## src/rtl/dm_agu_pkg.sv

```systemverilog
package dm_agu_pkg;

   typedef enum logic [2:0] {
      OP_IDLE    = 3'd0,
      OP_POSTINC = 3'd1,
      OP_PREDEC  = 3'd2,
      OP_MODINC  = 3'd3,
      OP_LDPTR   = 3'd4,
      OP_LDLO    = 3'd5,
      OP_LDHI    = 3'd6,
      OP_RSVD    = 3'd7
   } agu_op_e;

   typedef struct packed {
      logic we_ptr;    // selected pointer written
      logic we_lo;     // lower limit written
      logic we_hi;     // upper limit written
      logic from_rf;   // pointer takes register-file word
      logic use_step;  // pointer takes incrementer result
      logic step_dn;   // -1 instead of +1
      logic pre_out;   // address is the modified value
      logic circ;      // wrap at upper limit enabled
   } agu_ctl_t;

endpackage

```

## src/rtl/dm_agu_ctrl.sv

```systemverilog
module dm_agu_ctrl
   import dm_agu_pkg::*;
(
   input  logic [2:0] op_i,
   output agu_ctl_t   ctl_o
);

   always_comb begin
      ctl_o = '0;
      case (op_i)
         OP_POSTINC: begin
            ctl_o.we_ptr   = 1'b1;
            ctl_o.use_step = 1'b1;
         end
         OP_PREDEC: begin
            ctl_o.we_ptr   = 1'b1;
            ctl_o.use_step = 1'b1;
            ctl_o.step_dn  = 1'b1;
            ctl_o.pre_out  = 1'b1;
         end
         OP_MODINC: begin
            ctl_o.we_ptr   = 1'b1;
            ctl_o.use_step = 1'b1;
            ctl_o.circ     = 1'b1;
         end
         OP_LDPTR: begin
            ctl_o.we_ptr  = 1'b1;
            ctl_o.from_rf = 1'b1;
         end
         OP_LDLO:  ctl_o.we_lo = 1'b1;
         OP_LDHI:  ctl_o.we_hi = 1'b1;
         default:  ctl_o = '0;
      endcase
   end

endmodule

```

## src/rtl/dm_agu_calc.sv

```systemverilog
module dm_agu_calc
   import dm_agu_pkg::*;
#(
   parameter int AW = 16
) (
   input  agu_ctl_t      ctl_i,
   input  logic [AW-1:0] cur_i,
   input  logic [AW-1:0] lo_i,
   input  logic [AW-1:0] hi_i,
   input  logic [AW-1:0] rf_i,
   output logic [AW-1:0] addr_o,
   output logic [AW-1:0] next_o
);

   localparam logic [AW-1:0] STEP_UP = AW'(1);
   localparam logic [AW-1:0] STEP_DN = '1;

   logic [AW-1:0] step;
   logic [AW-1:0] sum;
   logic          at_hi;
   logic [AW-1:0] modified;

   always_comb begin
      step     = ctl_i.step_dn ? STEP_DN : STEP_UP;
      sum      = cur_i + step;
      at_hi    = ctl_i.circ && (cur_i == hi_i);
      modified = at_hi ? lo_i : sum;
      addr_o   = ctl_i.pre_out ? modified : cur_i;
      if (ctl_i.from_rf)
         next_o = rf_i;
      else if (ctl_i.use_step)
         next_o = modified;
      else
         next_o = cur_i;
   end

endmodule

```

## src/rtl/dm_agu_regs.sv

```systemverilog
module dm_agu_regs #(
   parameter int AW     = 16,
   parameter int NUM_AR = 2,
   parameter int SEL_W  = 1
) (
   input  logic                       clk,
   input  logic                       rst_n,
   input  logic [SEL_W-1:0]           sel_i,
   input  logic                       we_ptr_i,
   input  logic [AW-1:0]              ptr_d_i,
   input  logic                       we_lo_i,
   input  logic                       we_hi_i,
   input  logic [AW-1:0]              lim_d_i,
   output logic [NUM_AR-1:0][AW-1:0]  ar_q_o,
   output logic [AW-1:0]              lo_q_o,
   output logic [AW-1:0]              hi_q_o,
   output logic [AW-1:0]              cur_o
);

   for (genvar i = 0; i < NUM_AR; i++) begin : g_ptr
      logic hit;
      assign hit = we_ptr_i && (sel_i == SEL_W'(i));
      always_ff @(posedge clk or negedge rst_n) begin
         if (!rst_n)
            ar_q_o[i] <= '0;
         else if (hit)
            ar_q_o[i] <= ptr_d_i;
      end
   end

   always_ff @(posedge clk or negedge rst_n) begin
      if (!rst_n) begin
         lo_q_o <= '0;
         hi_q_o <= '0;
      end else begin
         if (we_lo_i) lo_q_o <= lim_d_i;
         if (we_hi_i) hi_q_o <= lim_d_i;
      end
   end

   always_comb begin
      cur_o = '0;
      for (int k = 0; k < NUM_AR; k++)
         if (sel_i == SEL_W'(k))
            cur_o = ar_q_o[k];
   end

endmodule

```

## src/rtl/dm_agu.sv

```systemverilog
module dm_agu
   import dm_agu_pkg::*;
#(
   parameter int AW     = 16,
   parameter int NUM_AR = 2,
   localparam int SEL_W = (NUM_AR > 1) ? $clog2(NUM_AR) : 1
) (
   input  logic             clk,
   input  logic             rst_n,
   input  logic [2:0]       op_i,
   input  logic [SEL_W-1:0] sel_i,
   input  logic [AW-1:0]    rf_data_i,
   output logic [AW-1:0]    addr_o,
   output logic [AW-1:0]    wb_o
);

   if (AW < 2) begin : g_bad_aw
      $error("dm_agu: AW must be at least 2");
   end
   if (NUM_AR < 2) begin : g_bad_num
      $error("dm_agu: NUM_AR must be at least 2");
   end

   agu_ctl_t                  ctl;
   logic [NUM_AR-1:0][AW-1:0] ar_q;
   logic [AW-1:0]             lo_q;
   logic [AW-1:0]             hi_q;
   logic [AW-1:0]             cur;
   logic [AW-1:0]             next_ptr;

   dm_agu_ctrl u_ctrl (
      .op_i  (op_i),
      .ctl_o (ctl)
   );

   dm_agu_regs #(.AW(AW), .NUM_AR(NUM_AR), .SEL_W(SEL_W)) u_regs (
      .clk      (clk),
      .rst_n    (rst_n),
      .sel_i    (sel_i),
      .we_ptr_i (ctl.we_ptr),
      .ptr_d_i  (next_ptr),
      .we_lo_i  (ctl.we_lo),
      .we_hi_i  (ctl.we_hi),
      .lim_d_i  (rf_data_i),
      .ar_q_o   (ar_q),
      .lo_q_o   (lo_q),
      .hi_q_o   (hi_q),
      .cur_o    (cur)
   );

   dm_agu_calc #(.AW(AW)) u_calc (
      .ctl_i  (ctl),
      .cur_i  (cur),
      .lo_i   (lo_q),
      .hi_i   (hi_q),
      .rf_i   (rf_data_i),
      .addr_o (addr_o),
      .next_o (next_ptr)
   );

   assign wb_o = next_ptr;

endmodule

```

## config.mk

```make
export PLATFORM = sky130hd
export DESIGN_NAME = dm_agu
export DESIGN_NICKNAME = d
export VERILOG_FILES = /design/src/rtl/dm_agu_pkg.sv /design/src/rtl/dm_agu_ctrl.sv /design/src/rtl/dm_agu_calc.sv /design/src/rtl/dm_agu_regs.sv /design/src/rtl/dm_agu.sv
export SDC_FILE = /design/constraint.sdc
export NUM_CORES = 1
export LEC_CHECK = 0
export BUFFER_PORTS_ARGS = -buffer_cell sky130_fd_sc_hd__clkbuf_2
export CORE_MARGIN = 2
export CORE_UTILIZATION = 40
export CTS_CLUSTER_DIAMETER = 30
export DETAILED_ROUTE_END_ITERATION = 6
export GPL_TIMING_DRIVEN = 1
export PLACE_DENSITY = 0.57
export SLEW_MARGIN = 40
export SYNTH_ARGS = -nofsm -noshare
export SYNTH_HDL_FRONTEND = slang
export SYNTH_SLANG_ARGS = --single-unit
```

## constraint.sdc

```tcl
create_clock -name clk -period 7.7 [get_ports clk]
set_input_delay 0.77 -clock clk [delete_from_list [all_inputs] [get_ports clk]]
set_output_delay 0.77 -clock clk [all_outputs]
set_load 0.01 [all_outputs]
```

# Yosys cells after proc, flatten, opt, wreduce, memory -nomap -nowiden
# Cells that the tools add are included.
# classes
addsub,1
multipliers,0
div_mod_pow,0
magnitude_cmp,0
eq_ne,7
shifts,0
n_mux,13
bitwise,1
reduce_logical,5
# op_table
op,n
2-to-1 mux 16 bit,6
adder 16 bit,1
equality test 16 bit,1
"equality test 3 bit, second input constant",3
"equality test 3 x 2 -> 1 bit, second input constant",2
2-to-1 mux 1 bit,6
OR reduction 4 bit,1
"equality test 3 x 1 -> 1 bit, second input constant",1
logical AND 1 bit,3
OR reduction 3 bit,1
2-to-1 mux 2 bit,1
NOT 1 bit,1
# totals
regBits,64
latch_bits,0
mem_bits_rw,0
romBits,0
inputBits,22
output_inout_bits,32
n_memories,0

# Logic depth before layout (Yosys ltp)
# Gate-level depths: netlist of run 1.
# depth
word_depth,7
depth_mapped,16

# Cells and area by module
# Synthesis of run 1 repeated with hierarchy kept, for this count alone.
# hier_totals
cells_unflattened,401
area_unflattened_um2,4321.6
# modules_own_cells
module,n_inst,cells_each,area_per_inst_um2,seq_area_each_um2
dm_agu_regs,1,155,2635.0,1601.5
dm_agu_calc,1,237,1610.3,0.0
dm_agu_ctrl,1,9,76.3,0.0

# Worst setup path before layout of run 1
# No wires, ideal clock.
# synth_path
path_type,input to output
startpoint,input port op_i[0]
endpoint,output port wb_o[14]
t_arrival_ns,4.593
required_time_ns,6.930
setup_slack_ns,2.337
stages,16
path_buffers,5
cell_sequence,or3b_1 -> buf_6 -> clkinv_4 -> buf_6 -> clkbuf_1 -> clkbuf_1 -> ha_1 -> clkbuf_1 -> a21o_1 -> maj3_1 -> a21o_1 -> a221oi_2 -> o221a_2 -> o21ai_1 -> or4_1 -> nand3_1
# synth_via
elab_chain_cells,7
word_cells_on_any_way,15
cone_classes,add/sub (1); eq/ne (4); mux (8); reduce/logical (2)
# synth_rtl
item,line,source
start: declaration,dm_agu.sv:10,"input logic [2:0] op_i,"
equality test 3 x 2 -> 1 bit,dm_agu_ctrl.sv:10,case (op_i)
2-to-1 mux 2 bit,dm_agu_ctrl.sv:10,
2-to-1 mux 16 bit,dm_agu_calc.sv:24,step = ctl_i.step_dn ? STEP_DN : STEP_UP;
adder 16 bit,dm_agu_calc.sv:25,sum = cur_i + step;
2-to-1 mux 16 bit,dm_agu_calc.sv:27,modified = at_hi ? lo_i : sum;
2-to-1 mux 16 bit,dm_agu_calc.sv:31,else if (ctl_i.use_step)
2-to-1 mux 16 bit (*),dm_agu_calc.sv:29,if (ctl_i.from_rf)
end: declaration,dm_agu.sv:14,output logic [AW-1:0] wb_o
# Every way passes the cells marked *; elsewhere a longest branch is shown, timed or not.

# Final worst setup path of run 1
# layout_path
startpoint,input port op_i[2]
endpoint,output port addr_o[12]
# layout_via
elab_chain_cells,6
word_cells_on_any_way,9
cone_classes,add/sub (1); eq/ne (2); mux (5); reduce/logical (1)
# layout_rtl
item,line,source
equality test 3 x 2 -> 1 bit,dm_agu_ctrl.sv:10,
2-to-1 mux 2 bit,dm_agu_ctrl.sv:10,
2-to-1 mux 16 bit,dm_agu_calc.sv:24,
adder 16 bit,dm_agu_calc.sv:25,
2-to-1 mux 16 bit,dm_agu_calc.sv:27,
2-to-1 mux 16 bit (*),dm_agu_calc.sv:28,addr_o = ctl_i.pre_out ? modified : cur_i;
end: declaration,dm_agu.sv:13,"output logic [AW-1:0] addr_o,"
# Marked as above.

==> results.toml, run 1 <==
[finish]
area_delta_synth_final_pct = 14.3
antenna_cells = 0
finish.instance_area_um2 = 5790
drive_gt1_share_pct = 25.2
mostFrequentLayoutCell = "dfrtp_1"
final_cell_mix = "dfrtp_1, nand2_1, nor2_1, clkbuf_2, mux2_2"
nets = 640

[synth]
ys_seq_area_share_pct = 31.6
syn_area_per_cell_um2 = 8.84
synth-main-ff-cell = "dfrtp_1"
synth_xor_xnor_area_share_pct = 5.19
ys_types = 73
synth_compound_area_share_pct = 22.5
synth_area_um2 = 5070
synth_fa_ha_area_share_pct = 2.17
synth-simple-area-share_pct = 16.7
synth_warnings = 0
syn_nets = 603
synthMuxAreaShare_pct = 17.1
synthArstFlopShare_pct = 100
synth_edf_count = 0
synth_top_family_by_area = "compound AO/OA/AOI/OAI gates"
syn_inst = 573
synth-seq-cells = 64

[route]
vias = 4862
wl_per_cell_um = 21.4
drt_first_pass_iters = 5
drtIter0Drc = 456
ant_nets = 0
drc = 0
viasPerCell = 6.18
routed_wl_mm = 16.8

[global_route]
grt_pass1_wl_mm = 27.1
track_usage_pct = 26.5
grt_antenna_before_repair = 0
grt_max_degree = 65
grt_pass1_vias = 4759
grt_overflow = 0

[setup_path]
critPathSlowestCell = "clkbuf_2"
reg2reg_depth = 8
worstReg2RegStart = "u_regs.ar_q_o[24]"
crit_fanout = 52
max_stage_delay_ps = 560
path_class = "in2out"
crit_arrival_ps = 4990
crit_path_start = "op_i[2]"
r2r-end = "u_regs.ar_q_o[3]"
rrSetupSlack_ps = 4240
cp.depth = 14
worstPathCellList = "clkbuf_2 -> or3b_1 -> buf_4 -> clkinv_4 -> ha_1 -> a21o_1 -> maj3_1 -> a21o_1 -> a221oi_2 -> o21ai_0 -> xnor2_1 -> mux2i_1 -> a21oi_1 -> clkbuf_2"
cp.required_ps = 6930
start_kind = "input port"
critPathTopFamily = "buffers and inverters"
path_buf_inv = 4
end_kind = "output port"

[placement]
port_buffers = 53
hpwlAfterDp_mm = 12.2
placement.cell_area_um2 = 5430
place_congestion = 0.930
place_worst_setup_slack_ps = 1980

[job]
cap_violations = 0

[timing]
whs_ps = 483
relSlewSlack_pct = 43.9
worst_slack_ps = 1940
period_share_pct = 74.8
finalHoldViolCount = 0
setup_viol = 0
tightestPinTransition_ps = 839
fin_crit_ps = 5760
finalSetupTns_ps = 0
skew_ps = 6.41
fmax_mhz = 174
rsz0062_at_grt = "false"
timing.final.max_slew_violations = 0

[clocking]
ctsRootBufferMaster = "clkbuf_16"
numCtsBuffers = 9
clk_latency_ps = 340
postCtsResizedCells = 0
cts_hold_buf = 0
clock-sinks = 64
cts_tree = "yes"
htree_levels = 3
cts_setup_buffers = 0
cts_max_path_buffers = 2
clk_pin_slew_ps = 60

[run_status]
outcome = "finished clean"

[floorplan]
die_w_um = 117
rows = 41
pin_count = 54
core_region_area_um2 = 12500
dieHeight_um = 117
die-area_um2 = 13600
start_util_pct = 40.5

[min_path]
hold_class = "reg2reg"
min_from = "u_regs.ar_q_o[6]"
holdPathStages = 2
holdPathEnd = "u_regs.ar_q_o[6]"

[pwr]
power-per-cell-area_nw_per_um2 = 316
power.leakage_nw = 2.40
peakVddDrop_v = 0.000159
[power by group]
part | switching (W) | internal (W)
Clock | 0.000166 | 0.000327
Combinational | 0.000516 | 0.000329
Sequential | 0.0000706 | 0.000424
Total | 0.000752 | 0.00108
[synthesized netlist by cell type (7+ instances only)]
| master | instances | area (um2) |
|---|---|---|
| a21oi_1 | 43 | 215 |
| a22oi_1 | 7 | 52.6 |
| a31oi_1 | 12 | 75.1 |
| clkbuf_1 | 25 | 93.8 |
| dfrtp_1 | 64 | 1600 |
| ha_1 | 8 | 100 |
| inv_1 | 10 | 37.5 |
| mux2_2 | 46 | 518 |
| mux2i_1 | 10 | 100 |
| nand2_1 | 53 | 199 |
| nand3_1 | 23 | 115 |
| nor2_1 | 52 | 195 |
| nor3_1 | 12 | 60.1 |
| nor4_1 | 7 | 43.8 |
| o21ai_0 | 41 | 205 |
| xnor2_1 | 26 | 228 |
[cells by family after synthesis]
family | after synthesis
buf+inv | 48
simple gates | 181
fa+ha+maj | 9
xor+xnor | 30
mux | 71
flops | 64
compound gates | 170
[worst register-to-register path: cells and delay by family (launching register included)]
| family | cells | cell delay (ps) |
|---|---|---|
| AOI/OAI and AO/OA | 2 | 820 |
| xor gates and xnor gates | 1 | 210 |
| DFF | 1 | 400 |
| muxes | 2 | 820 |
| and+or+nand+nor | 3 | 1150 |
[cell type report]
class	instances	area, um2
clock buffers	10	239
clock inverters	6	115
fillers	1295	6730
inverters	13	53.8
multi-input cells	461	3230
flip-flops and latches	64	1600
well taps	172	215
repair buffers	61	335
[registers in the layout, summed over array words and instances, names as in the netlist]
| signal | flops |
|---|---|
| u_regs.ar_q_o | 32 |
| u_regs.hi_q_o | 16 |
| u_regs.lo_q_o | 16 |
[metrics by stage]
stage	util, %	cells	total power (W)
final	46.3	787	0.00183
after global routing	46.3	787	0.00194
after CTS	46.2	787	0.00183
after detailed placement	43.4	771	0.00133
after global placement	43.3	770	0.00131
after floorplan	-	573	0.00106
[per-layer routing]
layer	global-route usage [%]	part of all wire (%)
met4	11.0	3.3
met2	38.6	44
met3	4.93	7.5
met5	0	0
met1	38.5	45
[worst max-delay path by stage]
stage,to,slack (ps)
after detailed placement,wb_o[14],1980
final,addr_o[12],1940
after global routing,addr_o[12],1630
after global placement,wb_o[14],2070
after floorplan,wb_o[14],2340
after CTS,wb_o[14],1990
Power figures use the tool's default switching activity.
==> run 2: changes to the inputs <==
==> constraint.sdc (replaced) <==
create_clock -name clk -period 5.97 [get_ports clk]
set_input_delay 0.597 -clock clk [delete_from_list [all_inputs] [get_ports clk]]
set_output_delay 0.597 -clock clk [all_outputs]
set_load 0.01 [all_outputs]
==> results.toml, run 2 (synthesized netlist as in run 1, its figures left out) <==
[finish]
nets = 649
reg.largest.list = "u_regs.ar_q_o x32, u_regs.hi_q_o x16, u_regs.lo_q_o x16"
largest-register = "u_regs.ar_q_o"
mostFrequentLayoutCell = "dfrtp_1"
final_cell_mix = "dfrtp_1, nand2_1, clkbuf_2"
area_delta_synth_final_pct = 14.9
antenna_cells = 0
drive_gt1_share_pct = 26.3
largest_reg_flops = 32

[timing]
fin_crit_ps = 5030
tightestPinTransition_ps = 754
fmax_mhz = 199
skew_ps = 10.4
rsz0062_at_grt = "false"
finalHoldViolCount = 0
period_share_pct = 84.2
setup_viol = 0
finalSetupTns_ps = 0
relSlewSlack_pct = 49.4
timing.final.max_slew_violations = 0

[route]
drtIter0Drc = 376
ant_nets = 0
drt_first_pass_iters = 5
vias = 4929
viasPerCell = 6.19
wl_per_cell_um = 21.8
drc = 0
routed_wl_mm = 17.3

[floorplan]
core_region_area_um2 = 12500
die-area_um2 = 13600
die_w_um = 117
dieHeight_um = 117
start_util_pct = 40.5
rows = 41
pin_count = 54

[clocking]
cts_tree = "yes"
cts_setup_buffers = 0
postCtsResizedCells = 0
clk_pin_slew_ps = 60
clk_latency_ps = 340
clock-sinks = 64
ctsRootBufferMaster = "clkbuf_16"
cts_hold_buf = 0
cts_max_path_buffers = 2
htree_levels = 3
numCtsBuffers = 9

[global_route]
grt_pass1_wl_mm = 26.9
grt_max_degree = 53
grt_overflow = 0
grt_pass1_vias = 4606
track_usage_pct = 26.8
grt_antenna_before_repair = 0

[pwr]
power.leakage_nw = 2.43
peakVddDrop_v = 0.000266
finalPower_w = 0.00227
power-per-cell-area_nw_per_um2 = 390

[placement]
place_congestion = 0.990
hpwlAfterDp_mm = 12.9
port_buffers = 53

[setup_path]
cp.required_ps = 5370
end_kind = "output port"
start_kind = "input port"
crit_arrival_ps = 4430
crit_fanout = 18
path_class = "in2out"

[job]
cap_violations = 0

[min_path]
hold_class = "in2async"

[run_status]
outcome = "finished clean"
[run 2: worst paths after layout]
check / slack [ps] / startpoint / cells after the start / to
max reg2reg: 2530 / u_regs.ar_q_o[6] / 11 / u_regs.ar_q_o[29]
max in group asynchronous: 5180 / rst_n / 3 / u_regs.lo_q_o[14]
max: 940 / sel_i / 13 / wb_o[13]
min reg2reg: 490 / u_regs.ar_q_o[22] / 2 / u_regs.ar_q_o[22]
min in group clk: 490 / u_regs.ar_q_o[22] / 2 / u_regs.ar_q_o[22]
min: 240 / rst_n / 2 / u_regs.hi_q_o[3]
[run 2: metrics by stage]
stage	setup slack [ps]	std cells	area [um2]	utilization (%)	hold WS [ps]
after global placement	1090	778	5480	43.8	463
after floorplan	953	573	5070	-	301
after global routing	776	796	5820	46.5	258
after CTS	1010	796	5820	46.5	237
final	940	796	5820	46.5	240
after detailed placement	1030	780	5520	44.1	483
[run 2: area by class of cell]
type                    instances  area (um2)
clock inverters                 6        67.6
inverters                      13        53.8
flip-flops and latches         64        1600
clock buffers                  10         239
multi-input cells             461        3230
well taps                     172         215
fillers                      1253        6700
repair buffers                 70         413
[run 2: critical path, cell delays in order]
cell and delay (ps):
clkbuf_2 450, buf_4 390, mux2i_4 460, inv_1 150, ha_1 240, a21oi_1 240, o21ai_0 170, a31oi_1 600
mux2_2 400, o211ai_1 220, a21oi_1 160, o21a_1 220, clkbuf_2 120
[run 2: routing by layer]
metal  global-route usage, %  vias to the layer above  wire length, um
li1                        -                     2248                -
met4                    7.61                        0              366
met1                    37.9                     2448             8160
met5                       0                        -                0
met3                    5.40                       27             1020
met2                    41.8                      206             7780
[run 2: where the power goes]
part           leakage (nW)  switching (W)  internal (W)
sequential            0.763      0.0000922      0.000547
clock                 0.145       0.000209      0.000336
combinational          1.52       0.000659      0.000428
total                  2.43       0.000960       0.00131
